--- src/rtl/flash_dma_pkg.sv ---
package flash_dma_pkg;

  typedef enum logic [2:0] {
    S_IDLE,
    S_FETCH,
    S_SEND,
    S_GATHER,
    S_STORE
  } seq_state_e;

  localparam logic [7:0] OFS_CFG  = 8'h00;
  localparam logic [7:0] OFS_TRIG = 8'h18;
  localparam logic [7:0] OFS_ADDR = 8'h1C;
  localparam logic [7:0] OFS_PEND = 8'h20;
  localparam logic [7:0] OFS_LEN  = 8'h24;
  localparam logic [7:0] OFS_STAT = 8'h40;

  localparam int IE_BIT   = 20;
  localparam int LANE_LSB = 28;

  // bytes handled in the current word: four, or what is left
  function automatic logic [2:0] chunk_of(input logic [31:0] rem);
    if (rem >= 32'd4) return 3'd4;
    return rem[2:0];
  endfunction

  // contiguous low byte-enable mask for n bytes
  function automatic logic [3:0] lane_mask(input logic [2:0] n);
    case (n)
      3'd1:    return 4'b0001;
      3'd2:    return 4'b0011;
      3'd3:    return 4'b0111;
      default: return 4'b1111;
    endcase
  endfunction

endpackage

--- src/rtl/flash_dma_regs.sv ---
module flash_dma_regs
  import flash_dma_pkg::*;
#(
  parameter int LEN_W = 12
) (
  input  logic             clk,
  input  logic             rst_n,
  input  logic             reg_wr,
  input  logic [7:0]       reg_addr,
  input  logic [31:0]      reg_wdata,
  input  logic [7:0]       reg_raddr,
  output logic [31:0]      reg_rdata,
  input  logic             busy,
  input  logic             done_evt,
  output logic             trig_wr,
  output logic [31:0]      trig_val,
  output logic [31:0]      start_addr,
  output logic [LEN_W-1:0] len_count,
  output logic [1:0]       lanes,
  output logic             irq
);

  logic ie_q;
  logic pend_q;
  logic pend_clr;

  assign trig_wr  = reg_wr && (reg_addr == OFS_TRIG);
  assign trig_val = reg_wdata;
  assign pend_clr = reg_wr && (reg_addr == OFS_PEND) && reg_wdata[0];

  always_ff @(posedge clk or negedge rst_n) begin
    if (!rst_n) begin
      ie_q       <= 1'b0;
      pend_q     <= 1'b0;
      start_addr <= '0;
      len_count  <= '0;
      lanes      <= 2'b00;
    end else begin
      if (reg_wr && reg_addr == OFS_CFG)  ie_q <= reg_wdata[IE_BIT];
      if (reg_wr && reg_addr == OFS_ADDR) start_addr <= reg_wdata;
      if (reg_wr && reg_addr == OFS_LEN) begin
        len_count <= reg_wdata[LEN_W-1:0];
        lanes     <= reg_wdata[LANE_LSB+1:LANE_LSB];
      end
      // a completion in the clearing cycle wins
      pend_q <= (pend_q && !pend_clr) || done_evt;
    end
  end

  assign irq = ie_q && pend_q;

  always_comb begin
    reg_rdata = '0;
    case (reg_raddr)
      OFS_CFG:  reg_rdata[IE_BIT] = ie_q;
      OFS_ADDR: reg_rdata = start_addr;
      OFS_PEND: reg_rdata[0] = pend_q;
      OFS_LEN: begin
        reg_rdata[LEN_W-1:0]             = len_count;
        reg_rdata[LANE_LSB+1:LANE_LSB]   = lanes;
      end
      OFS_STAT: reg_rdata[0] = busy;
      default:  reg_rdata = '0;
    endcase
  end

  AST_PEND_SET: assert property (@(posedge clk) disable iff (!rst_n)
    done_evt |=> pend_q) else $error("pending not set");
  AST_PEND_W1C: assert property (@(posedge clk) disable iff (!rst_n)
    pend_clr && !done_evt |=> !pend_q) else $error("pending not cleared");
  AST_IRQ_QUIET: assert property (@(posedge clk) disable iff (!rst_n)
    $fell(pend_q) |-> !irq) else $error("irq without pending");

endmodule

--- src/rtl/flash_dma_lanes.sv ---
module flash_dma_lanes
  import flash_dma_pkg::*;
(
  input  logic [31:0] word,
  input  logic [1:0]  idx,
  input  logic [7:0]  rx_byte,
  input  logic [2:0]  n,
  output logic [7:0]  tx_byte,
  output logic [31:0] word_ins,
  output logic [3:0]  be
);

  assign tx_byte = word[{idx, 3'b000} +: 8];
  assign be      = lane_mask(n);

  for (genvar k = 0; k < 4; k++) begin : g_lane
    assign word_ins[8*k +: 8] = (idx == 2'(k)) ? rx_byte : word[8*k +: 8];
  end

endmodule

--- src/rtl/flash_dma_seq.sv ---
module flash_dma_seq
  import flash_dma_pkg::*;
#(
  parameter int LEN_W  = 12,
  parameter int RD_MAX = 2080,
  parameter int WR_MAX = 520
) (
  input  logic             clk,
  input  logic             rst_n,
  input  logic             trig_wr,
  input  logic [31:0]      trig_val,
  input  logic [31:0]      start_addr,
  input  logic [LEN_W-1:0] len_count,
  output logic             busy,
  output logic             done_evt,
  output logic             mem_req,
  output logic             mem_we,
  output logic [31:0]      mem_addr,
  output logic [31:0]      mem_wdata,
  output logic [3:0]       mem_be,
  input  logic             mem_gnt,
  input  logic [31:0]      mem_rdata,
  output logic             fl_tx_valid,
  output logic [7:0]       fl_tx_byte,
  input  logic             fl_tx_ready,
  input  logic             fl_rx_valid,
  input  logic [7:0]       fl_rx_byte,
  output logic             fl_rx_ready
);

  seq_state_e       state;
  logic [31:0]      cur_addr;
  logic [LEN_W-1:0] remain;
  logic [31:0]      word;
  logic [1:0]       idx;

  logic [2:0]  n;
  logic [31:0] word_ins;
  logic        dir_rd, dir_wr, limit_ok, start_ok;
  logic        last_byte, final_chunk, chunk_done;
  logic        tx_fire, rx_fire, store_fire;

  assign dir_rd   = (trig_val == 32'd0);
  assign dir_wr   = (trig_val == 32'd1);
  assign limit_ok = dir_rd ? (32'(len_count) <= 32'(RD_MAX))
                           : (32'(len_count) <= 32'(WR_MAX));
  assign start_ok = trig_wr && (state == S_IDLE) && (dir_rd || dir_wr) && limit_ok;

  assign n           = chunk_of(32'(remain));
  assign last_byte   = ({1'b0, idx} == (n - 3'd1));
  assign final_chunk = (32'(remain) == 32'(n));
  assign tx_fire     = (state == S_SEND) && fl_tx_ready;
  assign rx_fire     = (state == S_GATHER) && fl_rx_valid;
  assign store_fire  = (state == S_STORE) && mem_gnt;
  assign chunk_done  = (tx_fire && last_byte) || store_fire;
  assign done_evt    = (start_ok && len_count == '0) || (chunk_done && final_chunk);

  flash_dma_lanes u_lanes (
    .word    (word),
    .idx     (idx),
    .rx_byte (fl_rx_byte),
    .n       (n),
    .tx_byte (fl_tx_byte),
    .word_ins(word_ins),
    .be      (mem_be)
  );

  always_ff @(posedge clk or negedge rst_n) begin
    if (!rst_n) begin
      state    <= S_IDLE;
      cur_addr <= '0;
      remain   <= '0;
      word     <= '0;
      idx      <= 2'd0;
    end else begin
      case (state)
        S_IDLE: if (start_ok) begin
          cur_addr <= {start_addr[31:2], 2'b00};
          remain   <= len_count;
          word     <= '0;
          idx      <= 2'd0;
          if (len_count == '0) state <= S_IDLE;
          else                 state <= dir_wr ? S_FETCH : S_GATHER;
        end
        S_FETCH: if (mem_gnt) begin
          word  <= mem_rdata;
          idx   <= 2'd0;
          state <= S_SEND;
        end
        S_SEND: if (fl_tx_ready) begin
          if (last_byte) begin
            cur_addr <= cur_addr + 32'd4;
            remain   <= remain - LEN_W'(n);
            idx      <= 2'd0;
            state    <= final_chunk ? S_IDLE : S_FETCH;
          end else begin
            idx <= idx + 2'd1;
          end
        end
        S_GATHER: if (rx_fire) begin
          word <= word_ins;
          if (last_byte) state <= S_STORE;
          else           idx   <= idx + 2'd1;
        end
        S_STORE: if (mem_gnt) begin
          cur_addr <= cur_addr + 32'd4;
          remain   <= remain - LEN_W'(n);
          idx      <= 2'd0;
          word     <= '0;
          state    <= final_chunk ? S_IDLE : S_GATHER;
        end
        default: state <= S_IDLE;
      endcase
    end
  end

  assign busy        = (state != S_IDLE);
  assign mem_req     = (state == S_FETCH) || (state == S_STORE);
  assign mem_we      = (state == S_STORE);
  assign mem_addr    = cur_addr;
  assign mem_wdata   = word;
  assign fl_tx_valid = (state == S_SEND);
  assign fl_rx_ready = (state == S_GATHER);

  AST_REQ_HOLD: assert property (@(posedge clk) disable iff (!rst_n)
    mem_req && !mem_gnt |=> mem_req && $stable(mem_addr) && $stable(mem_we) && $stable(mem_wdata))
    else $error("request changed before grant");
  AST_BE_SHAPE: assert property (@(posedge clk) disable iff (!rst_n)
    mem_req |-> (mem_be == 4'h1 || mem_be == 4'h3 || mem_be == 4'h7 || mem_be == 4'hF))
    else $error("byte enable not contiguous");
  AST_REMAIN_CAP: assert property (@(posedge clk) disable iff (!rst_n)
    busy |-> (32'(remain) <= 32'(RD_MAX)))
    else $error("count above limit");
  AST_TX_HOLD: assert property (@(posedge clk) disable iff (!rst_n)
    fl_tx_valid && !fl_tx_ready |=> fl_tx_valid && $stable(fl_tx_byte))
    else $error("tx byte dropped");
  AST_BUSY_FROM_TRIG: assert property (@(posedge clk) disable iff (!rst_n)
    $rose(busy) |-> $past(trig_wr))
    else $error("busy without trigger");
  AST_NO_RELOAD: assert property (@(posedge clk) disable iff (!rst_n)
    busy && trig_wr && !chunk_done |=> $stable(remain))
    else $error("trigger while busy reloaded");

endmodule

--- src/rtl/flash_dma.sv ---
module flash_dma
  import flash_dma_pkg::*;
#(
  parameter int LEN_W  = 12,
  parameter int RD_MAX = 2080,
  parameter int WR_MAX = 520
) (
  input  logic        clk,
  input  logic        rst_n,
  input  logic        reg_wr,
  input  logic [7:0]  reg_addr,
  input  logic [31:0] reg_wdata,
  input  logic [7:0]  reg_raddr,
  output logic [31:0] reg_rdata,
  output logic        irq,
  output logic        mem_req,
  output logic        mem_we,
  output logic [31:0] mem_addr,
  output logic [31:0] mem_wdata,
  output logic [3:0]  mem_be,
  input  logic        mem_gnt,
  input  logic [31:0] mem_rdata,
  output logic [1:0]  fl_lanes,
  output logic        fl_tx_valid,
  output logic [7:0]  fl_tx_byte,
  input  logic        fl_tx_ready,
  input  logic        fl_rx_valid,
  input  logic [7:0]  fl_rx_byte,
  output logic        fl_rx_ready
);

  logic             busy, done_evt, trig_wr;
  logic [31:0]      trig_val, start_addr;
  logic [LEN_W-1:0] len_count;

  flash_dma_regs #(.LEN_W(LEN_W)) u_regs (
    .clk       (clk),
    .rst_n     (rst_n),
    .reg_wr    (reg_wr),
    .reg_addr  (reg_addr),
    .reg_wdata (reg_wdata),
    .reg_raddr (reg_raddr),
    .reg_rdata (reg_rdata),
    .busy      (busy),
    .done_evt  (done_evt),
    .trig_wr   (trig_wr),
    .trig_val  (trig_val),
    .start_addr(start_addr),
    .len_count (len_count),
    .lanes     (fl_lanes),
    .irq       (irq)
  );

  flash_dma_seq #(.LEN_W(LEN_W), .RD_MAX(RD_MAX), .WR_MAX(WR_MAX)) u_seq (
    .clk        (clk),
    .rst_n      (rst_n),
    .trig_wr    (trig_wr),
    .trig_val   (trig_val),
    .start_addr (start_addr),
    .len_count  (len_count),
    .busy       (busy),
    .done_evt   (done_evt),
    .mem_req    (mem_req),
    .mem_we     (mem_we),
    .mem_addr   (mem_addr),
    .mem_wdata  (mem_wdata),
    .mem_be     (mem_be),
    .mem_gnt    (mem_gnt),
    .mem_rdata  (mem_rdata),
    .fl_tx_valid(fl_tx_valid),
    .fl_tx_byte (fl_tx_byte),
    .fl_tx_ready(fl_tx_ready),
    .fl_rx_valid(fl_rx_valid),
    .fl_rx_byte (fl_rx_byte),
    .fl_rx_ready(fl_rx_ready)
  );

endmodule

--- config.mk ---
export PLATFORM = sky130hd
export DESIGN_NAME = flash_dma
export DESIGN_NICKNAME = d
export VERILOG_FILES = /design/src/rtl/flash_dma_pkg.sv /design/src/rtl/flash_dma_regs.sv /design/src/rtl/flash_dma_lanes.sv /design/src/rtl/flash_dma_seq.sv /design/src/rtl/flash_dma.sv
export SDC_FILE = /design/constraint.sdc
export NUM_CORES = 1
export LEC_CHECK = 0
export ABC_CLOCK_PERIOD_IN_PS = 4400
export BUFFER_PORTS_ARGS = -buffer_cell sky130_fd_sc_hd__buf_2
export CAP_MARGIN = 40
export CORE_ASPECT_RATIO = 1.4
export CORE_MARGIN = 2
export CORE_UTILIZATION = 57
export CTS_CLUSTER_DIAMETER = 150
export DETAILED_ROUTE_END_ITERATION = 6
export PLACE_DENSITY = 0.86
export SYNTH_ARGS = -nofsm -noshare
export SYNTH_HDL_FRONTEND = slang
export SYNTH_SLANG_ARGS = --single-unit
--- constraint.sdc ---
create_clock -name clk -period 4.4 [get_ports clk]
set_clock_uncertainty 0.1 [all_clocks]
set_input_delay 0.44 -clock clk [delete_from_list [all_inputs] [get_ports clk]]
set_output_delay 0.44 -clock clk [all_outputs]
set_load 0.05 [all_outputs]
==> results of run 1 <==
metrics by stage:
stage / util / power, mW / hold slack, ns / instances / cell area, um2
finish: 0.726 / 2.81 / 0.163 / 1088 / 9310
CTS: 0.726 / 2.83 / 0.158 / 1088 / 9310
global placement: 0.671 / 1.39 / 0.387 / 1050 / 8600
floorplan: - / 1.29 / 0.0444 / 735 / 7470
detailed placement: 0.679 / 1.40 / 0.215 / 1055 / 8700
global route: 0.726 / 2.90 / 0.171 / 1088 / 9310
layer usage:
layer	wire length [um]	vias to the layer above	track usage
met5	0	-	0
met4	1230	0	0.187
met3	1970	82	0.0708
met2	11900	438	0.569
met1	8030	3475	0.389
li1	-	3185	-
power breakdown:
part,internal (mW),switching [mW],leakage [nW]
combinational,0.0734,0.0933,2.66
clock,0.894,0.535,0.288
sequential,1.19,0.0281,1.74
kinds of logic after synthesis:
family,after synthesis
AND/OR/NAND/NOR,212
adder cells (fa/ha/maj),6
buffers and inverters,69
AO/OA/AOI/OAI,221
multiplexers,94
flip-flops,127
other,2
XOR/XNOR,2
synth_stat cells (7+ instances only):
library cell,n,area [um2]
a21oi_1,29,145
a22o_1,47,412
a2bb2oi_1,12,105
a31oi_1,9,56.3
and2_1,24,150
and3_1,7,43.8
buf_2,7,35.0
clkbuf_1,39,146
dfrtp_1,127,3180
inv_1,13,48.8
mux2_2,80,901
mux4_2,8,180
nand2_1,34,128
nand3_1,13,65.1
nand4_1,9,56.3
nor2_1,39,146
nor3_1,17,85.1
nor4_1,19,119
o21ai_0,27,135
o21ai_1,20,100
o22ai_1,9,56.3
o31a_1,10,87.6
o31ai_1,24,180
cell type report:
cell class,count,area (um2),share of cell area
Clock inverter,12,164,0.0176
Multi-Input combinational cell,539,4050,0.435
Tap cell,153,191,0.0206
Inverter,14,52.6,0.00565
Timing Repair Buffer,223,1240,0.133
Sequential cell,127,3180,0.341
Clock buffer,20,437,0.0469
state kept, by name (all words and copies together) (netlist names):
register and flops:
u_regs.start_addr 32, u_seq.mem_wdata 32, u_seq.mem_addr 30, u_regs.len_count 12, u_seq.remain 12, u_seq.state 3
u_regs.lanes 2, u_seq.idx 2, u_regs.ie_q 1, u_regs.pend_q 1
final timing paths:
kind	endpoint	slack [ns]
max	u_seq.remain[2]$_DFFE_PN0P_	0.95
min	u_regs.start_addr[31]$_DFFE_PN0P_	0.16
max reg2reg	u_seq.remain[2]$_DFFE_PN0P_	0.95
min reg2reg	u_seq.mem_wdata[31]$_DFFE_PN0P_	0.41
max in group asynchronous	u_seq.remain[10]$_DFFE_PN0P_	2.91
min in group asynchronous	u_regs.start_addr[18]$_DFFE_PN0P_	0.32
==> metrics.cfg, run 1 <==
[global_routing]
grt_pass1_vias=7129
grt.total_usage=0.336
grt_pass1_wl_mm=37.1
grt_max_degree=67
gr-total-overflow=0
antenna_found_initial=0

[logic_synthesis]
synth_mux_area_frac=0.153
synth.avg_cell_area_um2=10.2
synth_top_family_by_area=compound AO/OA/AOI/OAI gates
async_flop_share=1.00
synthAdderAreaFrac=0.0101
synthCells=733
ys_types=67
netlist_area_um2=7470
synthFlopType=dfrtp_1
yosysSeqAreaShare=0.426
synth-compound-area-share=0.211
synth_xor_area_frac=0.00235
synth_seq_cells=127
synthSimpleGateAreaFrac=0.159
yosys_warnings=0
synth-edff-count=0

[timing]
rsz0062_at_grt=no
finalSetupTns_ns=0
period_needed_ns=3.45
slew_violations=0
min_period_over_period=0.783
clock.fmax_ghz=0.290
fin_ws_ns=0.955
setup_viol=0
worst_pin_slew_ns=0.900
slew_headroom=0.400
hold_violations=0

[min_path]
holdPathStages=2
min-delay-path-class=primary input to flip-flop
min-delay-start=reg_wdata[31]

[critical_path]
cp_max_fo=15
crit_start=u_seq.remain[4]$_DFFE_PN0P_
arrival_ns=3.65
critPathRequiredTime_ns=4.60
worst_setup_path_end_kind=flip-flop
cp_cell_sequence=nor4_1, nand4_1, and4_1, nand2b_1, nor2_1, buf_4, mux2_2
path_class=flip-flop to flip-flop
slowest_stage=nor4_1
cp_slowest_stage_delay_ns=0.65
reg2reg_from=u_seq.remain[4]$_DFFE_PN0P_
reg2reg_depth=7
crit_family=simple AND/OR/NAND/NOR gates
cp-start-kind=flip-flop
cp.depth=7
path_buf_inv=1

[finish]
layout-drive-gt1-share=0.380
final_common_cell=buf_2
final_cell_mix=205 x buf_2, 127 x dfrtp_1, 80 x mux2_2
nFillCells=931
areaGrowthSynthToFinish_pct=24.6
diodes=0
layout.nets=1022

[clocking]
cts_setup_buffers=0
numClockSinks=127
clk_latency_ns=0.42
clockBufferDepth=2
ctsHoldBuffers=1
cts_buffers=17
htree_levels=4
cts_tree=built
cts_resized=0
path_clk_slew_ns=0.06
ctsRootBufferMaster=clkbuf_16

[die]
core_um2=12800
rows=49
die_w_um=101
start_util=0.583
fp.dieH_um=139
die_area_um2=14000
io-pin-count=209

[pwr]
p_leak_nw=4.68
p_per_area_nw_per_um2=302
max-vdd-ir-drop_v=0.000219

[route]
ant_nets=0
avgRoutedWirePerCell_um=21.3
drc_errors=1
dr.first_iter.drc_count=519
finalWirelength_mm=23.1
routed_via_density=6.60
drtPass1Iterations=7
via_count=7180

[placement]
globalplace.congestion=0.960
dp_slack_ns=1.03
place_hpwl_mm=16.7
portBuffers=205

[run_status]
status=finished, violations left
violations=DRC

[run]
cap_violations=0

Power figures use the tool's default switching activity.
==> inputs of run 2 (changes only) <==
- ABC_CLOCK_PERIOD_IN_PS: 4400 -> 2900
- CORE_UTILIZATION: 57 -> 48
- PLACE_DENSITY: 0.86 -> 0.77
- clock period: 4.4 -> 2.9 ns (I/O delays scaled with it)
==> run 2 against run 1 <==
Against the previous run: the flow now finishes without violations; global-route usage down 5.0 points; total power up 54%; combinational power up 54%; worst setup slack worse by 0.82 ns; first-iteration DRC count up 5.2%; clock power up 57%; final area up 2.1%; largest cell class unchanged.
==> metrics.cfg, run 2 (same netlist as run 1, synthesis figures left out) <==
[critical_path]
worst_setup_path_end_kind=flip-flop
cp_max_fo=6  ; -9
cp_cell_sequence=or3_1, o41a_1, a311oi_4, a31oi_1, nor3_1, mux2_2
slowest_stage=o41a_1
reg2reg_depth=6  ; -1
crit_start=u_regs.len_count[7]$_DFFE_PN0P_
cp.depth=6  ; -1
cp-start-kind=flip-flop
critPathRequiredTime_ns=3.10  ; -1.50 ns
path_class=flip-flop to flip-flop
cp_slowest_stage_delay_ns=0.46  ; -0.19 ns
crit_family=compound AO/OA/AOI/OAI gates
arrival_ns=2.96  ; -0.69 ns
path_buf_inv=0  ; -1
reg2reg_from=u_regs.len_count[7]$_DFFE_PN0P_

[die]
rows=53  ; +8.2%
start_util=0.494  ; -0.0889
die_area_um2=16600  ; +18%
fp.dieH_um=152  ; +8.7%
core_um2=15100  ; +18%
die_w_um=109  ; +8.6%
io-pin-count=209  ; unchanged

[pwr]
switchingPower_mw=0.994  ; +51%
p_comb_frac=0.060  ; about the same
sw_frac_of_total=0.229  ; -0.00405
max-vdd-ir-drop_v=0.000451  ; +110%
seqPwrFrac=0.425  ; -0.008
p_leak_nw=4.79  ; +2.2%
power.internal_mw=3.34  ; +55%
p_per_area_nw_per_um2=456  ; +51%
clock_power_share=0.516  ; +0.008
p_total_mw=4.34  ; +54%

[finish]
layout-drive-gt1-share=0.398  ; +0.0184
nFillCells=1251  ; +34%
areaGrowthSynthToFinish_pct=27.3
postLayoutCoreUtil=0.629  ; -0.0979
diodes=0  ; unchanged
fin_area_um2=9500  ; +2.1%
layout.nets=1044  ; +2.2%
final_common_cell=buf_2
final_cell_mix=204 x buf_2, 127 x dfrtp_1, 80 x mux2_2

[global_routing]
gr-total-overflow=0  ; unchanged
grt_pass1_wl_mm=36.1  ; -2.5%
grt.total_usage=0.285  ; -0.0505
grt_pass1_vias=6925  ; -2.9%
grt_max_degree=63  ; -6.0%
antenna_found_initial=0  ; unchanged

[timing]
clock.fmax_ghz=0.362  ; +25%
finalSetupTns_ns=0  ; unchanged
slew_violations=0  ; unchanged
min_period_over_period=0.952  ; +0.169
hold_violations=0  ; unchanged
slew_headroom=0.493  ; +0.0929
period_needed_ns=2.76  ; -0.685 ns
setup_viol=0  ; unchanged
timing.hold.ws_ns=0.0217  ; -0.141 ns
worst_pin_slew_ns=0.759  ; -0.141 ns

[clocking]
clk_latency_ns=0.42  ; about the same
htree_levels=4  ; unchanged
ctsRootBufferMaster=clkbuf_16
numClockSinks=127  ; unchanged
cts_buffers=17  ; unchanged
path_clk_slew_ns=0.06  ; about the same
clockBufferDepth=2  ; unchanged
cts_tree=built

[route]
dr.first_iter.drc_count=546  ; +5.2%
avgRoutedWirePerCell_um=20.1  ; -5.2%
ant_nets=0  ; unchanged
drc_errors=0  ; -1
finalWirelength_mm=23.2  ; +0.13%
routed_via_density=6.19  ; -6.1%
via_count=7118  ; -0.86%
drtPass1Iterations=5  ; -2

[placement]
place_hpwl_mm=17.4  ; +4.3%
globalplace.congestion=0.873  ; -9.1%
portBuffers=205  ; unchanged
placed_cell_area_um2=8860  ; +1.9%

[run]
cap_violations=0  ; unchanged

[min_path]
min-delay-path-class=primary input to flip-flop
holdPathStages=2  ; unchanged
min-delay-start=reg_wdata[22]

[run_status]
status=complete, no violations

[run 2: cell count changes in the layout (fill, tap and decap cells not counted), sizes merged]
cell,change
clkinv,-4
inv,+2
clkinvlp,+2
buf,+22
[run 2: per-stage QoR]
step,instances,setup slack (ns)
after floorplan,735,0.261
after global placement,1115,0.0673
after detailed placement,1115,-0.0117
final,1149,0.139
after global routing,1149,-0.0113
after CTS,1148,0.00771
[run 2: layer usage]
layer  vias to the layer above  routed length [um]  global-route usage
met5                         -                   0                   0
met4                         0                1140               0.151
met3                        72                1440              0.0453
met2                       346               12100               0.514
met1                      3474                8520               0.319
li1                       3226                   -                   -
[run 2: path summary, 6_finish.rpt]
path,endpoint,slack (ns)
setup / recovery,u_seq.state[0]$_DFFE_PN0P_,0.14
hold / removal,u_regs.start_addr[22]$_DFFE_PN0P_,0.02
setup reg to reg,u_seq.state[0]$_DFFE_PN0P_,0.14
hold reg to reg,u_seq.mem_wdata[24]$_DFFE_PN0P_,0.43
max in group asynchronous,u_regs.ie_q$_DFFE_PN0P_,1.65
min in group asynchronous,u_regs.start_addr[22]$_DFFE_PN0P_,0.29
[run 2: layout make-up]
type	count	area, um2	area share
clock buffers	20	467	0.0491
well taps	192	240	0.0253
repair buffers	245	1360	0.143
clock inverters	12	158	0.0166
inverters	14	52.6	0.00553
multi-input cells	539	4050	0.426
flip-flops and latches	127	3180	0.334
[run 2: worst reg2reg max path: cells and delay by family (launching register included)]
family / cells / cell delay [ns]
flops: 1 / 0.40
compound gates: 3 / 1.03
mux: 1 / 0.38
simple gates: 2 / 0.74
[run 2: timing repair]
item,4_1_cts,5_1_grt
gates resized for setup,0,1
hold buffers,1,0
buffers inserted,0,1
endpoints found under the setup margin,0,33
endpoints found under the hold margin,38,0
[run 2: power by group through the flow]
stage | Combinational (mW) | Sequential, mW | Clock (mW)
floorplan | 0.101 | 1.86 | 0
global placement | 0.253 | 1.87 | 0
detailed placement | 0.257 | 1.87 | 0
CTS | 0.260 | 1.84 | 2.25
global route | 0.285 | 1.84 | 2.34
finish | 0.258 | 1.84 | 2.24
